`src/rtl/selftest_pkg.sv`:
```
package selftest_pkg;
  typedef enum logic [1:0] {
    PH_IDLE  = 2'd0,
    PH_LOGIC = 2'd1,
    PH_MEM   = 2'd2,
    PH_RESET = 2'd3
  } phase_t;

  typedef struct packed {
    logic logic_fin;
    logic logic_bad;
    logic mem_fin;
    logic mem_bad;
    logic expired;
  } run_evt_t;
endpackage

```
`src/rtl/selftest_guard.sv`:
```
module selftest_guard #(
  parameter int GUARD_W = 16
) (
  input  logic               clk,
  input  logic               rst_n,
  input  logic               load_i,
  input  logic [GUARD_W-1:0] load_val_i,
  input  logic               run_i,
  output logic               limit_en_o,
  output logic               expire_o
);
  localparam logic [GUARD_W-1:0] ONE = GUARD_W'(1);

  logic [GUARD_W-1:0] cnt_q;
  logic               en_q;

  always_ff @(posedge clk or negedge rst_n) begin
    if (!rst_n) begin
      cnt_q <= '0;
      en_q  <= 1'b0;
    end else if (load_i) begin
      cnt_q <= load_val_i;
      en_q  <= (load_val_i != '0);
    end else if (run_i && en_q && cnt_q != '0) begin
      cnt_q <= cnt_q - ONE;
    end
  end

  // expires in the last allowed request cycle
  assign expire_o   = run_i && en_q && (cnt_q == ONE);
  assign limit_en_o = en_q;
endmodule

```
`src/rtl/selftest_fsm.sv`:
```
module selftest_fsm
  import selftest_pkg::*;
#(
  parameter int RST_CYCLES = 4
) (
  input  logic     clk,
  input  logic     rst_n,
  input  logic     start_i,
  input  logic     logic_done_i,
  input  logic     logic_fail_i,
  input  logic     mem_done_i,
  input  logic     mem_fail_i,
  input  logic     expire_i,
  output logic     load_o,
  output logic     run_o,
  output phase_t   phase_o,
  output run_evt_t evt_o
);
  localparam int RC_W = (RST_CYCLES > 1) ? $clog2(RST_CYCLES) : 1;
  localparam logic [RC_W-1:0] RC_LAST = RC_W'(RST_CYCLES - 1);

  phase_t          ph_q, ph_d;
  logic [RC_W-1:0] rc_q;

  always_comb begin
    evt_o           = '0;
    evt_o.expired   = expire_i;
    evt_o.logic_fin = (ph_q == PH_LOGIC) && logic_done_i && !expire_i;
    evt_o.logic_bad = evt_o.logic_fin && logic_fail_i;
    evt_o.mem_fin   = (ph_q == PH_MEM) && mem_done_i && !expire_i;
    evt_o.mem_bad   = evt_o.mem_fin && mem_fail_i;
  end

  always_comb begin
    ph_d = ph_q;
    unique case (ph_q)
      PH_IDLE:  if (start_i) ph_d = PH_LOGIC;
      PH_LOGIC: if (expire_i) ph_d = PH_RESET;
                else if (evt_o.logic_fin) ph_d = PH_MEM;
      PH_MEM:   if (expire_i || evt_o.mem_fin) ph_d = PH_RESET;
      PH_RESET: if (rc_q == RC_LAST) ph_d = PH_IDLE;
      default:  ph_d = PH_IDLE;
    endcase
  end

  always_ff @(posedge clk or negedge rst_n) begin
    if (!rst_n) begin
      ph_q <= PH_IDLE;
      rc_q <= '0;
    end else begin
      ph_q <= ph_d;
      if (ph_q == PH_RESET) rc_q <= rc_q + RC_W'(1);
      else                  rc_q <= '0;
    end
  end

  assign load_o  = (ph_q == PH_IDLE) && start_i;
  assign run_o   = (ph_q == PH_LOGIC) || (ph_q == PH_MEM);
  assign phase_o = ph_q;
endmodule

```
`src/rtl/selftest_flags.sv`:
```
module selftest_flags
  import selftest_pkg::*;
(
  input  logic     clk,
  input  logic     rst_n,
  input  logic     clear_i,
  input  run_evt_t evt_i,
  output logic     logic_end_o,
  output logic     mem_end_o,
  output logic     logic_bad_o,
  output logic     mem_bad_o,
  output logic     guard_to_o,
  output logic     any_fail_o
);
  always_ff @(posedge clk or negedge rst_n) begin
    if (!rst_n) begin
      logic_end_o <= 1'b0;
      mem_end_o   <= 1'b0;
      logic_bad_o <= 1'b0;
      mem_bad_o   <= 1'b0;
      guard_to_o  <= 1'b0;
      any_fail_o  <= 1'b0;
    end else begin
      if (clear_i) begin
        logic_end_o <= 1'b0;
        mem_end_o   <= 1'b0;
        logic_bad_o <= 1'b0;
        mem_bad_o   <= 1'b0;
        guard_to_o  <= 1'b0;
        any_fail_o  <= 1'b0;
      end
      // a new event in the same cycle outranks the clear
      if (evt_i.logic_fin) logic_end_o <= 1'b1;
      if (evt_i.mem_fin)   mem_end_o   <= 1'b1;
      if (evt_i.logic_bad) logic_bad_o <= 1'b1;
      if (evt_i.mem_bad)   mem_bad_o   <= 1'b1;
      if (evt_i.expired)   guard_to_o  <= 1'b1;
      if (evt_i.expired || evt_i.logic_bad || evt_i.mem_bad) any_fail_o <= 1'b1;
    end
  end
endmodule

```
`src/rtl/selftest_seq.sv`:
```
module selftest_seq
  import selftest_pkg::*;
#(
  parameter int GUARD_W    = 16,
  parameter int RST_CYCLES = 4
) (
  input  logic               clk,
  input  logic               rst_n,
  input  logic               start_i,
  input  logic               clear_i,
  input  logic [GUARD_W-1:0] guard_load_i,
  input  logic               logic_done_i,
  input  logic               logic_fail_i,
  input  logic               mem_done_i,
  input  logic               mem_fail_i,
  output logic               logic_req_o,
  output logic               mem_req_o,
  output logic               busy_o,
  output logic               logic_end_o,
  output logic               mem_end_o,
  output logic               logic_bad_o,
  output logic               mem_bad_o,
  output logic               guard_to_o,
  output logic               any_fail_o,
  output logic               reset_req_o
);
  phase_t   phase;
  run_evt_t evt;
  logic     load, run, expire, limit_en;

  selftest_guard #(.GUARD_W(GUARD_W)) guard_i (
    .clk        (clk),
    .rst_n      (rst_n),
    .load_i     (load),
    .load_val_i (guard_load_i),
    .run_i      (run),
    .limit_en_o (limit_en),
    .expire_o   (expire)
  );

  selftest_fsm #(.RST_CYCLES(RST_CYCLES)) fsm_i (
    .clk          (clk),
    .rst_n        (rst_n),
    .start_i      (start_i),
    .logic_done_i (logic_done_i),
    .logic_fail_i (logic_fail_i),
    .mem_done_i   (mem_done_i),
    .mem_fail_i   (mem_fail_i),
    .expire_i     (expire),
    .load_o       (load),
    .run_o        (run),
    .phase_o      (phase),
    .evt_o        (evt)
  );

  selftest_flags flags_i (
    .clk         (clk),
    .rst_n       (rst_n),
    .clear_i     (clear_i),
    .evt_i       (evt),
    .logic_end_o (logic_end_o),
    .mem_end_o   (mem_end_o),
    .logic_bad_o (logic_bad_o),
    .mem_bad_o   (mem_bad_o),
    .guard_to_o  (guard_to_o),
    .any_fail_o  (any_fail_o)
  );

  assign logic_req_o = (phase == PH_LOGIC);
  assign mem_req_o   = (phase == PH_MEM);
  assign reset_req_o = (phase == PH_RESET);
  assign busy_o      = (phase != PH_IDLE);
endmodule

```
`config.mk`:
```
export PLATFORM = sky130hd
export DESIGN_NAME = selftest_seq
export DESIGN_NICKNAME = d
export VERILOG_FILES = /design/src/rtl/selftest_pkg.sv /design/src/rtl/selftest_guard.sv /design/src/rtl/selftest_fsm.sv /design/src/rtl/selftest_flags.sv /design/src/rtl/selftest_seq.sv
export SDC_FILE = /design/constraint.sdc
export NUM_CORES = 1
export LEC_CHECK = 0
export BUFFER_PORTS_ARGS = -buffer_cell sky130_fd_sc_hd__buf_2
export CAP_MARGIN = 30
export CELL_PAD_IN_SITES_DETAIL_PLACEMENT = 1
export CELL_PAD_IN_SITES_GLOBAL_PLACEMENT = 2
export CORE_MARGIN = 3
export CORE_UTILIZATION = 33
export DETAILED_ROUTE_END_ITERATION = 16
export HOLD_SLACK_MARGIN = 0.05
export PLACE_DENSITY = 0.78
export SKIP_CTS_REPAIR_TIMING = 1
export SYNTH_ARGS = -nofsm -noshare
export SYNTH_HDL_FRONTEND = slang
export SYNTH_SLANG_ARGS = --single-unit
```
`constraint.sdc`:
```
create_clock -name clk -period 2.9 [get_ports clk]
set_input_delay 0.29 -clock clk [delete_from_list [all_inputs] [get_ports clk]]
set_output_delay 0.29 -clock clk [all_outputs]
set_load 0.02 [all_outputs]
```
[Yosys cells after proc, flatten, opt, wreduce, memory -nomap -nowiden]
Cells that the tools add are included.
Storage, ports and cells
  output and inout port bits: 10
  word-level logic and storage cells: 64
  bits in registers: 27
Operators by class
  reductions and logical operators: 27
  $add $sub $neg: 2
  muxes and demuxes: 16
  equality and inequality tests: 9
Operators by type and width (number)
  16-bit two-way mux: 2
  16-bit nonzero test: 2
  16-bit by 1-bit == test with 1-bit output, second input constant: 1
  2-bit nonzero test: 8
  16-bit by 1-bit subtractor with 16-bit output, second input constant: 1
  2-bit two-way mux: 6
  1-bit logical AND: 10
  2-bit case mux with 4 select lines: 1
  1-bit two-way mux: 7
  2-bit == test, second input constant: 3
  1-bit logical OR: 4
  2-bit by 1-bit != test with 1-bit output, second input constant: 2
  4-bit AND reduction: 1
  3-bit by 1-bit != test with 1-bit output, second input constant: 1
  2-bit by 1-bit adder with 2-bit output, second input constant: 1
  2-bit by 1-bit == test with 1-bit output, second input constant: 1
  2-bit logical NOT: 1
  2-bit != test, second input constant: 1
  1-bit logical NOT: 1

[Depth between registers and ports, before layout]
Gate-level depths: netlist of run 1.
  depth in word-level cells: 10
  mapped depth: 7

[Hierarchy]
Synthesis of run 1 repeated with hierarchy kept, for this count alone.
Second synthesis, totals
  cells, all modules: 187
  area, all modules: 1730.4 um^2
By module, submodules not included
  selftest_guard: cells each 141, area each 1174.9 um^2, instances 1
  selftest_fsm: cells each 29, area each 317.8 um^2, instances 1
  selftest_flags: cells each 13, area each 209.0 um^2, instances 1
  selftest_seq: cells each 4, area each 28.8 um^2, instances 1

[Least setup slack after synthesis of run 1]
No wires, ideal clock.
  kind: flip-flop to flip-flop
  start point: reg fsm_i.ph_q[1], in the netlist fsm_i.phase_o[1]
  end point: reg guard_i.cnt_q[15]
  required time: 2.818 ns
  period minus slack after synthesis: 2.058 ns
  stages on the path, launching flop included: 8
  setup slack: 0.842 ns
  arrival: 1.976 ns
  buffers on the path: 1
  cell sequence: dfrtp_1 > inv_1 > ha_1 > nand4bb_1 > or2_1 > buf_2 > or4_1 > a31oi_1
Between the ends
  word-level cells in the longest chain between the ends: 5
RTL lines
  from (decl): RTL line selftest_fsm.sv:22  | phase_t ph_q, ph_d;
  from (signal assigned): RTL line selftest_fsm.sv:51  | ph_q <= ph_d;
  2-bit by 1-bit == test with 1-bit output or 2-bit == test (tied branches): RTL line selftest_fsm.sv:58  | assign run_o = (ph_q == PH_LOGIC) || (ph_q == PH_MEM);
  1-bit logical OR: RTL line selftest_fsm.sv:58
  1-bit logical AND (2 in series): RTL line selftest_guard.sv:24  | end else if (run_i && en_q && cnt_q != '0) begin
  2-bit nonzero test (no line)
  to (signal assigned): RTL line selftest_guard.sv:22  | cnt_q <= load_val_i;
  to (signal assigned): RTL line selftest_guard.sv:25  | cnt_q <= cnt_q - ONE;
  to (decl): RTL line selftest_guard.sv:14  | logic [GUARD_W-1:0] cnt_q;
Several ways; a longest one is shown, not always the timed one.
A chain may end at the register's enable or synchronous reset.

[Worst setup path in the final report of run 1]
Same ends and word-level chain as after synthesis.

==> results.py, run 1 <==
metrics = {
    "synthesis": {
        "syn_area_um2": 1710,
        "yosysMostFrequentCell": "dfrtp_1",
        "ys_ff_latch": 27,
        "synthCells": 191,
        "synth_top_area_share_pct": 39.5,
        "yosysTopAreaCell": "dfrtp_1",
        "synth_seq_area_share_pct": 39.5,
        "ys_top_cells_by_area": "dfrtp_1 39%, ha_1 6.6%, a31oi_1 4.8%",
        "yosysUniqueCellTypes": 45,
        "synth_commonest_cells": "27 x dfrtp_1, 21 x nor2_1, 13 x a31oi_1",
        "ys.flop_type": "dfrtp_1",
        "postSynthAreaPerCell_um2": 8.96,
        "synthArstFlopShare_pct": 100,
        "synth-edff-count": 0,
        "synth_nets": 224,
        "synth_warnings": 0,
    },
    "grt": {
        "grt_pass1_wl_um": 8980,
        "grt_pass1_vias": 1790,
        "antenna_found_initial": 0,
        "grt_use_total_pct": 18.1,
        "gr-total-overflow": 0,
        "grt_max_degree": 28,
    },
    "setup_path": {
        "crit_path_max_fanout": 9,
        "rr_endpoint": "guard_i.cnt_q[15]$_DFFE_PN0P_",
        "rrSetupSlack_ps": 580,
        "cp_data_required_time_ps": 3100,
        "startpoint": "fsm_i.phase_o[1]$_DFFE_PN0P_",
        "crit_path_start_kind": "flop",
        "cp.arrival_ps": 2520,
        "crit_end": "guard_i.cnt_q[15]$_DFFE_PN0P_",
        "r2r-start": "fsm_i.phase_o[1]$_DFFE_PN0P_",
        "critPathKind": "reg -> reg",
        "r2r_cells": 6,
        "crit_path_end_kind": "flop",
    },
    "pwr": {
        "peakVddDrop_mv": 0.286,
        "power.total_mw": 1.80,
        "p_per_area_nw_per_um2": 914,
        "p_leak_nw": 0.794,
    },
    "cts": {
        "cts_tree": "yes",
        "cts-root-buf": "clkbuf_8",
        "cts.reportedPaths.clkPinSlew_ps": 100,
        "clkLatencyLatePin_ps": 270,
        "cts_buffers": 3,
        "cts_buffer_depth": 2,
        "cts_max_level": 1,
        "clock-sinks": 27,
    },
    "place": {
        "io_buffers": 33,
        "gp_congestion": 0.803,
        "hpwl_um": 3900,
    },
    "floorplanning": {
        "core_um2": 4880,
        "fp.dieArea_um2": 6090,
        "fp-row-count": 25,
        "boundaryPins": 34,
        "die_width_um": 78.0,
        "die_h_um": 78.0,
        "start_util_pct": 35.1,
    },
    "sta": {
        "fmax_mhz": 431,
        "timing.final.crit_share_pct": 79.9,
        "hold_viol": 0,
        "fin_worst_hold_slack_ps": 37.5,
        "setup_tns_ps": 0,
        "finalMaxSlewViolations": 0,
        "rsz0062_at_grt": "false",
        "fin_crit_ps": 2320,
        "setup_viol": 0,
        "clock_skew_ps": 1.88,
        "max_slew.worst_pin.slew_ps": 666,
        "slew_headroom_pct": 55.6,
    },
    "route": {
        "final_antenna_net_count": 0,
        "dr.pass1.iters": 4,
        "via_count": 1661,
        "wirelength_um": 5160,
        "route.detailed.drc": 0,
        "wl_per_cell_um": 18.0,
        "first_iter_violations": 69,
        "vias_per_cell": 5.79,
    },
    "final_layout": {
        "final_nets": 254,
        "multi_input_area_um2": 955,
        "layout-drive-gt1-share_pct": 19.5,
        "area_growth_pct": 15.3,
        "regArea_um2": 676,
        "antenna_cells": 0,
        "final.fill_count": 601,
    },
    "min_path": {
        "hold_path.class": "in -> async",
    },
    "flow_run": {
        "drv_cap": 0,
    },
    "status": {
        "status": "finished, final reports clean",
    },
}
==> metrics by stage <==
stage               setup WS [ps]  std cells  util, %  cell area [µm²]
global route                  400        287     40.4             1970
global placement              716        283     39.5             1930
floorplan                     842        191        -             1710
finish                        582        287     40.4             1970
CTS                           592        287     40.4             1970
detailed placement            613        283     39.5             1930
==> worst min-delay path by stage <==
| stage | end | depth (start not counted) | slack (ps) |
|---|---|---|---|
| finish | flags_i.logic_end_o$_DFFE_PN0P_ | 1 | 40 |
| global route | flags_i.logic_end_o$_DFFE_PN0P_ | 1 | 80 |
| CTS | flags_i.logic_end_o$_DFFE_PN0P_ | 1 | 50 |
| detailed placement | flags_i.logic_end_o$_DFFE_PN0P_ | 1 | 360 |
| global placement | flags_i.logic_end_o$_DFFE_PN0P_ | 1 | 350 |
| floorplan | flags_i.any_fail_o$_DFFE_PN0P_ | 0 | -6 |
==> critical path, stage by stage, from the launching register on <==
cell and delay [ps]:
dfrtp_1 430, inv_1 120, ha_1 400, nand4bb_1 200, or2_1 380, or4_1 540, a31oi_1 180
==> cell families after synthesis <==
group / count (synthesis) / synth area share, %
DFF: 27 / 39.5
adders and majority gates: 9 / 6.58
buffers and inverters: 20 / 4.75
AOI/OAI and AO/OA: 57 / 23.4
and+or+nand+nor: 78 / 25.8
==> area by class of cell <==
type	instances	area share, %
Clock buffer	4	2.28
Inverter	11	2.09
Multi-Input combinational cell	144	48.4
Sequential cell	27	34.2
Tap cell	67	4.25
Timing Repair Buffer	34	8.75
==> metal layers <==
layer	vias up	GRT usage [%]	routed length, µm
met5	-	0	0
met3	6	2.41	188
li1	785	-	-
met2	33	32.2	2610
met4	0	4.37	44
met1	837	23.2	2320
==> where the power goes <==
| part | switching [mW] | leakage, nW | internal, mW |
|---|---|---|---|
| Clock | 0.122 | 0.0228 | 0.0986 |
| Sequential | 0.175 | 0.318 | 0.543 |
| Combinational | 0.511 | 0.453 | 0.354 |
==> layout by cell type (no fill, tap or decap), types with 2 or more instances in the layout <==
cell type / netlist / routed
nand2_1: 7 / 7
ha_1: 9 / 9
o21ai_0: 8 / 8
a31oi_1: 13 / 13
nand3_1: 5 / 5
or3_1: 6 / 6
and2_1: 2 / 2
inv_1: 11 / 11
dfrtp_1: 27 / 27
a21oi_1: 4 / 4
o41ai_1: 2 / 2
or2_2: 3 / 3
nor3_1: 4 / 4
nor2_1: 21 / 21
buf_2: 5 / 33
o22ai_1: 5 / 5
clkbuf_8: 0 / 3
nor4_1: 5 / 5
a41oi_1: 2 / 2
or4_1: 8 / 8
o31ai_1: 10 / 10
nand4b_1: 2 / 2
or2_1: 2 / 2
o211ai_1: 2 / 2
nor2b_1: 3 / 3
nand2b_1: 3 / 3
==> registers in the layout, summed over array words and instances, names as in the netlist <==
register             flops
guard_i.cnt_q           16
fsm_i.phase_o            2
fsm_i.rc_q               2
flags_i.any_fail_o       1
flags_i.guard_to_o       1
flags_i.logic_bad_o      1
flags_i.logic_end_o      1
flags_i.mem_bad_o        1
flags_i.mem_end_o        1
guard_i.limit_en_o       1
Power figures use the tool's default switching activity.
==> inputs of run 2 (changes only) <==
Settings changed: ABC_AREA set to 1, CORE_UTILIZATION 33 to 27, PLACE_DENSITY 0.78 to 0.73.
Clock period 2.9 ns to 1.95 ns, I/O delays scaled along.
==> results.py, run 2 <==
metrics = {
    "status": {
        "status": "finished, final reports clean",
    },
    "route": {
        "wl_per_cell_um": 13.9,
        "vias_per_cell": 4.59,
        "wirelength_um": 4960,
        "dr.pass1.iters": 4,
        "final_antenna_net_count": 0,
        "via_count": 1634,
        "route.detailed.drc": 0,
        "first_iter_violations": 40,
    },
    "setup_path": {
        "crit_path_max_fanout": 6,
        "crit_path_end_kind": "flop",
        "cpMaxStageDelayCell": "dfrtp_1",
        "critical-path-top-delay-family": "simple AND/OR/NAND/NOR gates",
        "critPathKind": "reg -> reg",
        "cp.arrival_ps": 1940,
        "cp_data_required_time_ps": 2130,
        "max_stage_delay_ps": 440,
        "path_cells": "inv_1, ha_1, nand2_1, nor2_1, nand3_2, nand2_2, nand3_1, nand2_1, nand2_1",
        "cpMostUsedCell": "nand2_1",
        "path_buf_inv": 1,
        "crit_path_start_kind": "flop",
    },
    "sta": {
        "setup_tns_ps": 0,
        "fin_crit_ps": 1760,
        "hold_viol": 0,
        "fmax_mhz": 567,
        "setup_viol": 0,
        "max_slew.worst_pin.slew_ps": 667,
        "clock_skew_ps": 4.53,
        "finalMaxSlewViolations": 0,
        "slew_headroom_pct": 55.6,
        "timing.final.crit_share_pct": 90.4,
        "fin_worst_hold_slack_ps": 137,
    },
    "synthesis": {
        "yosysMostFrequentCell": "nand2_1",
        "ys_ff_latch": 27,
        "synth_commonest_cells": "64 x nand2_1, 36 x nor2_1, 28 x inv_1",
        "ys.flop_type": "dfrtp_1",
        "synth_nets": 274,
        "yosysTopAreaCell": "dfrtp_1",
        "synthArstFlopShare_pct": 100,
        "yosysUniqueCellTypes": 27,
        "synth_seq_area_share_pct": 38.7,
        "synth_top_area_share_pct": 38.7,
        "synth-edff-count": 0,
        "ys_top_cells_by_area": "dfrtp_1 39%, nand2_1 14%, nor2_1 7.7%",
        "syn_area_um2": 1750,
        "postSynthAreaPerCell_um2": 7.25,
        "synth_warnings": 0,
        "synthCells": 241,
    },
    "pwr": {
        "p_leak_nw": 1.04,
        "p_per_area_nw_per_um2": 1560,
        "power.total_mw": 3.25,
        "peakVddDrop_mv": 0.489,
    },
    "grt": {
        "grt_pass1_wl_um": 8300,
        "antenna_found_initial": 0,
        "grt_pass1_vias": 1700,
        "grt_max_degree": 28,
        "grt_use_total_pct": 14.1,
        "gr-total-overflow": 0,
    },
    "place": {
        "io_buffers": 33,
        "gp_congestion": 0.834,
        "hpwl_um": 3930,
        "dpl-instance-area_um2": 2010,
    },
    "cts": {
        "clkLatencyLatePin_ps": 280,
        "cts_tree": "yes",
        "cts_buffer_depth": 2,
        "cts-root-buf": "clkbuf_8",
        "cts.reportedPaths.clkPinSlew_ps": 110,
        "cts_buffers": 3,
        "clock-sinks": 27,
        "cts_max_level": 1,
    },
    "final_layout": {
        "final_nets": 315,
        "final_common_cell": "nand2_1",
        "largest_reg_flops": 16,
        "layout_common_cells": "64 x nand2_1, 36 x nor2_1, 33 x buf_2",
        "multi_input_area_um2": 946,
        "antenna_cells": 0,
        "area_growth_pct": 19.3,
        "regArea_um2": 676,
        "final.fill_count": 791,
        "max_flop_register": "guard_i.cnt_q",
        "design_area_um2": 2080,
        "layout-drive-gt1-share_pct": 20.3,
    },
    "floorplanning": {
        "die_width_um": 86.4,
        "fp.dieArea_um2": 7470,
        "boundaryPins": 34,
        "fp-row-count": 28,
        "die_h_um": 86.4,
        "core_um2": 6100,
        "start_util_pct": 28.7,
    },
    "flow_run": {
        "drv_cap": 0,
    },
    "min_path": {
        "hold_path.class": "in -> reg",
    },
}
[run 2: cells by family after synthesis]
| logic type | share of synthesized area (%) |
|---|---|
| adder cells (fa/ha/maj) | 6.45 |
| buffers and inverters | 7.31 |
| AO/OA/AOI/OAI | 7.52 |
| AND/OR/NAND/NOR | 37.0 |
| flip-flops | 38.7 |
| XOR/XNOR | 3.01 |
[run 2: through the flow]
step,cells,utilization [%],setup slack [ps]
after floorplan,241,-,430
after global placement,349,33.0,173
after detailed placement,349,33.0,123
after CTS,353,33.7,107
after global routing,356,34.2,-1.36
final,356,34.2,188
[run 2: layout make-up]
cell class	count	area share [%]
clock buffers	3	1.98
clock inverters	1	0.240
inverters	29	5.23
multi-input cells	182	45.4
flip-flops and latches	27	32.4
well taps	75	4.50
repair buffers	39	10.2
[run 2: routing by layer]
metal,global-route usage [%],up-vias,share of wire [%]
met3,1.43,4,1.9
met2,23.0,17,46
met4,4.11,0,1.4
met5,0,-,0
li1,-,849,-
met1,19.9,764,51
[run 2: final timing paths]
| check | from | end | slack [ps] | cells after the start |
|---|---|---|---|---|
| max reg2reg | fsm_i.phase_o[0]$_DFFE_PN0P_ | fsm_i.phase_o[0]$_DFFE_PN0P_ | 190 | 9 |
| min reg2reg | fsm_i.rc_q[0]$_DFF_PN0_ | fsm_i.rc_q[0]$_DFF_PN0_ | 440 | 1 |
| min in group asynchronous | rst_n | guard_i.cnt_q[13]$_DFFE_PN0P_ | 460 | 2 |
| max | fsm_i.phase_o[0]$_DFFE_PN0P_ | fsm_i.phase_o[0]$_DFFE_PN0P_ | 190 | 9 |
| min | guard_load_i[6] | guard_i.cnt_q[6]$_DFFE_PN0P_ | 140 | 3 |
| max in group asynchronous | rst_n | fsm_i.phase_o[1]$_DFFE_PN0P_ | 1050 | 2 |
[run 2: power by group]
part / switching, mW / total (mW) / internal [mW]
clock network: 0.203 / 0.347 / 0.144
logic: 1.21 / 1.87 / 0.652
registers: 0.238 / 1.04 / 0.799
total: 1.66 / 3.25 / 1.59
[run 2: tightest hold or removal path: stages]
cell and delay, ps:
buf_2 80, nand2_1 50, nand3_1 70
==> inputs of run 3 (changes only) <==
Settings changed: PLACE_DENSITY 0.73 to unset, PLACE_DENSITY_LB_ADDON set to 0.1.
==> results.py, run 3 (same netlist as run 2, synthesis figures left out) <==
metrics = {
    "sta": {
        "fin_worst_hold_slack_ps": 143,
        "layout_setup_ws_ps": 217,
        "rsz0062_at_grt": "false",
        "clock_skew_ps": 2.18,
        "hold_viol": 0,
        "slew_headroom_pct": 54.7,
        "timing.final.crit_share_pct": 88.9,
        "setup_tns_ps": 0,
        "finalMaxSlewViolations": 0,
        "max_slew.worst_pin.slew_ps": 679,
        "fin_crit_ps": 1730,
        "setup_viol": 0,
        "fmax_mhz": 577,
    },
    "floorplanning": {
        "die_width_um": 86.4,
        "fp.dieArea_um2": 7470,
        "core_um2": 6100,
        "start_util_pct": 28.7,
        "boundaryPins": 34,
        "fp-row-count": 28,
        "die_h_um": 86.4,
    },
    "setup_path": {
        "r2r-start": "fsm_i.phase_o[0]$_DFFE_PN0P_",
        "cp.arrival_ps": 1940,
        "crit_path_max_fanout": 7,
        "rr_endpoint": "guard_i.cnt_q[0]$_DFFE_PN0P_",
        "r2r_cells": 9,
        "crit_path_start_kind": "flop",
        "crit_path_end_kind": "flop",
        "cp_data_required_time_ps": 2160,
        "rrSetupSlack_ps": 220,
        "critPathKind": "reg -> reg",
    },
    "route": {
        "topRoutingLayerUsed": "met4",
        "route.detailed.drc": 0,
        "dr.pass1.iters": 4,
        "vias_per_cell": 4.66,
        "wl_per_cell_um": 14.2,
        "dr_wl_met2_um": 2300,
        "first_iter_violations": 39,
        "final_antenna_net_count": 0,
        "via_count": 1659,
        "wirelength_um": 5060,
        "dr_wl_met3_um": 144,
        "met1_length_um": 2570,
    },
    "cts": {
        "cts_buffers": 3,
        "cts_buffer_depth": 2,
        "cts_max_level": 1,
        "cts.reportedPaths.clkPinSlew_ps": 100,
        "cts_tree": "yes",
        "clock-sinks": 27,
        "cts-root-buf": "clkbuf_8",
        "clkLatencyLatePin_ps": 280,
    },
    "final_layout": {
        "final_common_cell": "nand2_1",
        "regArea_um2": 676,
        "stdcell_count": 356,
        "largest_reg_flops": 16,
        "layout_common_cells": "64 x nand2_1, 36 x nor2_1, 33 x buf_2",
        "area_growth_pct": 19.4,
        "max_flop_register": "guard_i.cnt_q",
        "utilization_pct": 34.2,
        "multi_input_area_um2": 948,
        "design_area_um2": 2090,
        "final_nets": 315,
        "antenna_cells": 0,
        "layout-drive-gt1-share_pct": 19.9,
        "final.fill_count": 783,
    },
    "grt": {
        "grt_pass1_wl_um": 8470,
        "gr-total-overflow": 0,
        "antenna_found_initial": 0,
        "grt_max_degree": 28,
        "grt_use_total_pct": 14.5,
        "grt_pass1_vias": 1732,
    },
    "flow_run": {
        "drv_cap": 0,
    },
    "pwr": {
        "p_leak_nw": 1.05,
        "p_per_area_nw_per_um2": 1590,
        "peakVddDrop_mv": 0.467,
        "power.total_mw": 3.33,
    },
    "place": {
        "gp_congestion": 0.768,
        "place_inst": 351,
        "pre_cts_ws_ps": 146,
        "hpwl_um": 4030,
        "io_buffers": 33,
        "dpl-instance-area_um2": 2020,
    },
    "status": {
        "status": "finished, final reports clean",
    },
    "min_path": {
        "min_path_cells": 3,
        "hold_path.class": "in -> reg",
        "hold_end": "guard_i.cnt_q[14]$_DFFE_PN0P_",
        "min-delay-start": "guard_load_i[14]",
    },
}
-- run 3: area by class of cell --
class | count | area share [%]
well taps | 75 | 4.50
clock inverters | 1 | 0.240
inverters | 29 | 5.22
multi-input cells | 182 | 45.5
flip-flops and latches | 27 | 32.4
repair buffers | 39 | 10.2
clock buffers | 3 | 1.98
-- run 3: worst max-delay path: stages, from the launching register on --
cell and delay, ps:
dfrtp_1 430, inv_1 110, ha_1 310, nand2_1 70, inv_1 90, nand2_4 90, nand2_2 180, buf_4 180
nand2_1 50, a21oi_1 150
-- run 3: worst max path at each step --
stage                                      start                            end  slack [ps]
detailed placement  fsm_i.phase_o[0]$_DFFE_PN0P_  guard_i.cnt_q[10]$_DFFE_PN0P_         150
floorplan           fsm_i.phase_o[0]$_DFFE_PN0P_   fsm_i.phase_o[0]$_DFFE_PN0P_         430
finish              fsm_i.phase_o[0]$_DFFE_PN0P_   guard_i.cnt_q[0]$_DFFE_PN0P_         220
global placement    fsm_i.phase_o[0]$_DFFE_PN0P_  guard_i.cnt_q[14]$_DFFE_PN0P_         210
CTS                 fsm_i.phase_o[0]$_DFFE_PN0P_  guard_i.cnt_q[10]$_DFFE_PN0P_         110
global route        fsm_i.phase_o[0]$_DFFE_PN0P_   fsm_i.phase_o[0]$_DFFE_PN0P_           8
-- run 3: power by group --
part	internal, mW	switching [mW]
clock	0.144	0.193
sequential	0.799	0.230
combinational	0.693	1.27
-- run 3: routing by layer --
layer / GRT usage [%] / up-vias
li1: - / 855
met1: 19.8 / 779
met2: 24.5 / 21
met3: 1.52 / 4
met4: 3.40 / 0
met5: 0 / -
